`config.mk`:
```
export PLATFORM = sky130hd
export DESIGN_NAME = key_combo_reset
export DESIGN_NICKNAME = d
export VERILOG_FILES = /design/src/rtl/kcr_pkg.sv /design/src/rtl/kcr_sync.sv /design/src/rtl/kcr_filter.sv /design/src/rtl/kcr_match.sv /design/src/rtl/key_combo_reset.sv
export SDC_FILE = /design/constraint.sdc
export NUM_CORES = 1
export LEC_CHECK = 0
export BUFFER_PORTS_ARGS = -buffer_cell sky130_fd_sc_hd__buf_2
export CORE_MARGIN = 2
export CORE_UTILIZATION = 25
export CTS_CLUSTER_DIAMETER = 80
export DETAILED_ROUTE_END_ITERATION = 7
export SLEW_MARGIN = 20
export SYNTH_ARGS = -nofsm -noshare
export SYNTH_HDL_FRONTEND = slang
export SYNTH_SLANG_ARGS = --single-unit
```
`constraint.sdc`:
```
create_clock -name clk -period 2.8 [get_ports clk]
set_input_delay 0.28 -clock clk [delete_from_list [all_inputs] [get_ports clk]]
set_output_delay 0.28 -clock clk [all_outputs]
set_load 0.05 [all_outputs]
```
`src/rtl/kcr_pkg.sv`:
```
package kcr_pkg;

  typedef enum logic [1:0] {
    COMBO_OFF    = 2'd0,
    COMBO_PAIR   = 2'd1,
    COMBO_TRIPLE = 2'd2,
    COMBO_ALL    = 2'd3
  } combo_e;

  // Watched-pin mask for a selector value, returned 32 bits wide.
  function automatic logic [31:0] combo_mask(input logic [1:0] sel, input int unsigned npins);
    logic [31:0] m;
    case (combo_e'(sel))
      COMBO_OFF:    m = 32'h0;
      COMBO_PAIR:   m = 32'h3;
      COMBO_TRIPLE: m = 32'h7;
      default:      m = (npins >= 32) ? 32'hFFFF_FFFF : ((32'h1 << npins) - 32'h1);
    endcase
    return m;
  endfunction

endpackage

```
`src/rtl/kcr_sync.sv`:
```
module kcr_sync #(
  parameter int unsigned W = 4
) (
  input  logic         clk,
  input  logic         rst_n,
  input  logic [W-1:0] d_i,
  output logic [W-1:0] q_o
);
  logic [W-1:0] stage1_q;
  logic [W-1:0] stage2_q;

  always_ff @(posedge clk or negedge rst_n) begin
    if (!rst_n) begin
      stage1_q <= '1;
      stage2_q <= '1;
    end else begin
      stage1_q <= d_i;
      stage2_q <= stage1_q;
    end
  end

  assign q_o = stage2_q;
endmodule

```
`src/rtl/kcr_filter.sv`:
```
module kcr_filter #(
  parameter int unsigned CNT_W = 8
) (
  input  logic             clk,
  input  logic             rst_n,
  input  logic             en_i,
  input  logic [CNT_W-1:0] thresh_i,
  input  logic             lvl_i,
  output logic             lvl_o
);
  logic             lvl_q;
  logic [CNT_W-1:0] cnt_q;

  always_ff @(posedge clk or negedge rst_n) begin
    if (!rst_n) begin
      lvl_q <= 1'b1;
      cnt_q <= '0;
    end else if (!en_i) begin
      lvl_q <= lvl_i;
      cnt_q <= '0;
    end else if (lvl_i == lvl_q) begin
      cnt_q <= '0;
    end else if (cnt_q >= thresh_i) begin
      lvl_q <= lvl_i;
      cnt_q <= '0;
    end else begin
      cnt_q <= cnt_q + 1'b1;
    end
  end

  assign lvl_o = lvl_q;
endmodule

```
`src/rtl/kcr_match.sv`:
```
module kcr_match
  import kcr_pkg::*;
#(
  parameter int unsigned NPINS = 4
) (
  input  logic [NPINS-1:0] raw_i,
  input  logic [NPINS-1:0] sync_i,
  input  logic [NPINS-1:0] filt_i,
  input  logic [NPINS-1:0] flt_en_i,
  input  logic [1:0]       sel_i,
  input  logic             bypass_i,
  output logic             req_o
);
  logic [31:0]      mask_full;
  logic [NPINS-1:0] mask;
  logic [NPINS-1:0] eff;

  always_comb begin
    mask_full = combo_mask(sel_i, NPINS);
    mask      = mask_full[NPINS-1:0];
    eff       = bypass_i ? raw_i : ((filt_i & flt_en_i) | (sync_i & ~flt_en_i));
    req_o     = (mask != '0) && ((eff & mask) == '0);
  end
endmodule

```
`src/rtl/key_combo_reset.sv`:
```
module key_combo_reset #(
  parameter int unsigned NPINS = 4,
  parameter int unsigned CNT_W = 8
) (
  input  logic             clk,
  input  logic             rst_n,
  input  logic [NPINS-1:0] pins_i,
  input  logic [1:0]       combo_sel,
  input  logic [NPINS-1:0] flt_en,
  input  logic [CNT_W-1:0] flt_thresh,
  input  logic             sleep_gated,
  output logic [NPINS-1:0] pins_o,
  output logic             key_rst_req
);
  logic [NPINS-1:0] sync_q;
  logic [NPINS-1:0] filt_q;

  kcr_sync #(.W(NPINS)) u_sync (
    .clk  (clk),
    .rst_n(rst_n),
    .d_i  (pins_i),
    .q_o  (sync_q)
  );

  for (genvar i = 0; i < NPINS; i++) begin : g_pin
    kcr_filter #(.CNT_W(CNT_W)) u_flt (
      .clk     (clk),
      .rst_n   (rst_n),
      .en_i    (flt_en[i]),
      .thresh_i(flt_thresh),
      .lvl_i   (sync_q[i]),
      .lvl_o   (filt_q[i])
    );
  end

  kcr_match #(.NPINS(NPINS)) u_match (
    .raw_i   (pins_i),
    .sync_i  (sync_q),
    .filt_i  (filt_q),
    .flt_en_i(flt_en),
    .sel_i   (combo_sel),
    .bypass_i(sleep_gated),
    .req_o   (key_rst_req)
  );

  assign pins_o = sync_q;
endmodule

```
* Yosys cells after proc, flatten, opt, wreduce, memory -nomap -nowiden
Cells that the tools add are included.
Widths: inputs -> output; s select.
** Operators by class
- Add/sub/neg operators :: 4
- Magnitude comparators :: 4
- Equality and inequality tests :: 14
- Muxes and demuxes :: 26
- Bitwise operators :: 5
- Reductions and logical operators :: 8
** Operators with widths (number)
- $mux 8 :: 12
- $add 8x1->8 const B :: 4
- $ge 8x8->1 :: 4
- $and 4x4->4 :: 3
- $mux 1 :: 12
- $pmux 4 s3 :: 1
- $ne 2x1->1 const B :: 4
- $ne 2x2->1 const B :: 4
- $reduce_and 2->1 :: 4
- $eq 1x1->1 :: 4
- $logic_not 4->1 :: 1
- $mux 4 :: 1
- $not 4->4 :: 1
- $or 4x4->4 :: 1
- $reduce_bool 4->1 :: 1
- $eq 2x1->1 const B :: 1
- $eq 2x2->1 const B :: 1
- $logic_not 2->1 :: 1
- $logic_and 1x1->1 :: 1
** Word-level totals
- Bits in registers :: 44
- Bits of input ports :: 21
- Output and inout port bits :: 5

* Logic depth before layout (Yosys ltp)
- Word-level depth :: 7
- Depth in mapped cells :: 6

* Hierarchy
From an unflattened synthesis, not the netlist that was laid out.
** Second synthesis, totals
- Cell total of the unflattened synthesis :: 260
- Area, all modules :: 2796.4 um^2
** By module, submodules not included
- kcr_filter :: instances 4, cells an instance 60, area each 621.8 um^2, sequential area each 226.5 um^2
- kcr_sync :: instances 1, cells an instance 8, area each 210.2 um^2, sequential area each 210.2 um^2
- kcr_match :: instances 1, cells an instance 12, area each 98.8 um^2, sequential area each 0.0 um^2

* Worst setup path before layout
OpenSTA, ideal clock, no wires.
- Path type :: register to output
- Start point :: register u_sync.stage2_q[1], in the netlist u_sync.q_o[1]
- End point :: output port key_rst_req
- Arrival :: 2.106 ns
- Data required time :: 2.520 ns
- Path slack :: 0.414 ns
- Stages on the path, launching flop included :: 5
- Path buffers :: 0
- Path through :: dfstp_2 -> mux2_2 -> a2111oi_0 -> a21oi_1 -> a211oi_1
** Between the ends
- Cells in the longest elaborated chain, start to end :: 6
** RTL lines
- from (decl) :: RTL line kcr_sync.sv:10 : logic [W-1:0] stage2_q;
- from (signal assigned) :: RTL line kcr_sync.sv:18 : stage2_q <= stage1_q;
- $and 4x4->4 :: RTL line kcr_match.sv:21 : eff = bypass_i ? raw_i : ((filt_i & flt_en_i) | (sync_i & ~flt_en_i));
- $or 4x4->4 :: RTL line kcr_match.sv:21
- $mux 4 :: RTL line kcr_match.sv:21
- $and 4x4->4 :: RTL line kcr_match.sv:22 : req_o = (mask != '0) && ((eff & mask) == '0);
- $logic_not 4->1 :: RTL line kcr_match.sv:22
- $logic_and 1x1->1 :: RTL line kcr_match.sv:22
- to (decl) :: RTL line key_combo_reset.sv:13 : output logic key_rst_req
No other way between the ends.

* Final worst setup path
- Start point :: register u_sync.stage2_q[2], in the netlist u_sync.q_o[2]
- End point :: output port key_rst_req
The elaborated chain is that of the path after synthesis.

==> run_results.csv <==
group,metric,value,unit
sta,hold_violations,0,
global_routing,antenna_found_initial,0,
synthesis,synth_seq_cells,44,
global_routing,grt_overflow,0,
sta,relSlewSlack,59.1,%
sta,min_period,2.06,ns
clock_tree,clock-root-buffer,"clkbuf_8",
job,maxCapViolCount,0,
layout,area_delta_synth_final,13.7,%
layout,n_antenna_cell,0,
synthesis,avgSynthCellArea,11.0,µm²
synthesis,synthCells,250,
placement,port_buffers,25,
layout,final_core_util,28.9,%
worst_setup_path,crit_required,2.52,ns
layout,final_nets,336,
floorplan,dieArea,11800,µm²
worst_hold_path,hold_start,"pins_i[1]",
drt,drt_pass1_iterations,4,
floorplan,ios,26,
worst_hold_path,holdPathEnd,"u_sync.stage1_q[1]",
pwr,finalPower,1.31,mW
synthesis,syn-num-nets,307,
sta,period_share,73.6,%
drt,drt_iter0_drc,76,
floorplan,row_count,38,
placement,post-place-ws,0.798,ns
sta,rsz0062_at_grt,"false",
clock_tree,cts.clk_slew.worst_paths,0.09,ns
placement,gp_congestion,0.781,
sta,finalSetupViolations,0,
synthesis,ys.flop_type,"dfrtp_1",
sta,skew,0.00741,ns
floorplan,initial_utilization,25.4,%
worst_setup_path,r2r-start,"g_pin[0].u_flt.cnt_q[0]",
clock_tree,h-tree-depth,2,
placement,dpl.cell_count,411,
floorplan,die_h,109,µm
layout,final_cell_mix,"ha_1, dfrtp_1, nor2_1, buf_2, xor2_1",
worst_setup_path,path_max_fanout,5,
layout,multi_input_area,1530,µm²
global_routing,grt_start_max_net_pins,45,
global_routing,grt_pass1_wl,9360,µm
synthesis,netlist_area,2750,µm²
synthesis,yosys.area.top_type_share,29.2,%
drt,viasPerCell,4.50,
clock_tree,clock_path_buffers,2,
clock_tree,cts_tree,"done",
status,outcome,"complete, no violations",
pwr,p_per_area,419,nW/µm²
worst_setup_path,rr_endpoint,"g_pin[0].u_flt.lvl_o",
pwr,peakVddDrop,0.183,mV
layout,seq_area,1120,µm²
layout,layout_commonest_cell,"ha_1",
sta,slew_viol_final,0,
clock_tree,insertion_delay,0.30,ns
sta,worst_slack,0.739,ns
synthesis,yosys-top-cells-area,"dfrtp_1, ha_1, dfstp_2",
synthesis,yosysUniqueCellTypes,34,
pwr,p_leak,1.47,nW
sta,tightest_slew,0.613,ns
clock_tree,post_cts_resized,0,
global_routing,first_global_vias,1898,
sta,tns,0,ns
placement,dpl-instance-area,3020,µm²
worst_setup_path,crit_path_end_kind,"primary output",
floorplan,fp.dieW,109,µm
worst_setup_path,r2r_slack,0.87,ns
synthesis,synth_edf_count,0,
synthesis,ys_seq_area_share,40.7,%
layout,fin_cells,420,
placement,dp_hpwl,4360,µm
drt,wl,5640,µm
clock_tree,cts.sinks,44,
worst_setup_path,criticalPathCategory,"reg -> out",
worst_setup_path,start_kind,"flip-flop",
worst_hold_path,hp-class,"in -> reg",
drt,drc,0,
floorplan,fp.coreArea,10800,µm²
worst_setup_path,ff2ff_path_depth,6,
sta,max_freq,485,MHz
layout,drive_above_1_share,22.1,%
synthesis,yosysWarnings,0,
sta,hold_ws,0.0793,ns
layout,fin_area,3120,µm²
worst_hold_path,hold_depth,1,
drt,vias,1892,
synthesis,yosys.area.top_type,"dfrtp_1",
worst_setup_path,crit_arrival,1.78,ns
synthesis,async_flop_share,100,%
drt,ant_nets,0,
global_routing,grt_usage,10.4,%
drt,wire_per_inst,13.4,µm
layout,nFillCells,1107,
clock_tree,cts_buffers,5,
power by group:
| group | internal (mW) | switching, mW | total, mW |
|---|---|---|---|
| clock | 0.201 | 0.222 | 0.422 |
| combinational | 0.0769 | 0.117 | 0.193 |
| sequential | 0.667 | 0.0245 | 0.691 |
| total | 0.944 | 0.363 | 1.31 |
logic make-up after synthesis:
logic type | share of synthesized area [%]
and+or+nand+nor | 15.4
DFF | 40.7
adders and majority gates | 16.4
AOI/OAI and AO/OA | 12.6
xor gates and xnor gates | 8.93
buffers and inverters | 3.56
muxes | 2.46
worst max-delay path by stage:
stage | start | to | slack [ns]
final | u_sync.q_o[2] | key_rst_req | 0.74
after global routing | u_sync.q_o[1] | key_rst_req | 0.51
after global placement | flt_thresh[7] | g_pin[3].u_flt.lvl_o | 0.85
after floorplan | u_sync.q_o[1] | key_rst_req | 0.41
after CTS | u_sync.q_o[2] | key_rst_req | 0.72
after detailed placement | flt_thresh[1] | g_pin[2].u_flt.cnt_q[6] | 0.80
cells in the mapped netlist, types with 3 or more instances:
cell / instances
nor3_1: 7
and4_4: 3
and3_1: 10
nand2b_1: 5
a2111oi_4: 3
dfrtp_1: 32
o31ai_1: 3
a21oi_1: 3
dfstp_2: 12
nand4_1: 3
xnor2_1: 5
nand3_1: 20
a2111oi_2: 3
mux2_1: 3
a21o_1: 4
nor2_1: 29
inv_1: 18
o21a_1: 3
nand2_1: 3
buf_4: 4
mux2_2: 3
o311ai_2: 3
xor2_1: 23
ha_1: 36
registers in the layout (all words and copies together) (netlist names):
signal             cells
u_sync.stage1_q        4
g_pin.u_flt.cnt_q     32
g_pin.u_flt.lvl_o      4
u_sync.q_o             4
layout make-up:
type                    count  share of cell area (%)
multi-input cells         184                    49.1
inverters                  18                    2.16
well taps                 140                    5.61
clock buffers               7                    2.77
flip-flops and latches     44                    35.8
repair buffers             26                    4.41
clock inverters             1                   0.240
per-layer routing:
layer  up-vias  global-route usage, %  routed length [µm]
li1        949                      -                   -
met1       914                   14.1                2810
met2        22                   16.0                2550
met3         7                   2.75                 198
met4         0                   3.75                  78
met5         -                      0                   0
worst max-delay path, cell delays in order, from the launching register on:
cell      delay [ns]
dfstp_2         0.40
mux2_2          0.28
a211oi_1        0.22
a21oi_1         0.08
a211oi_1        0.21
buf_2           0.29
repair_timing:
action / 4_1_cts / 5_1_grt
hold buffers: 0 / 1
endpoints found under the hold margin: 0 / 5
setup buffers: 0 / 0
No activity file was read; power rests on OpenSTA's default activity.
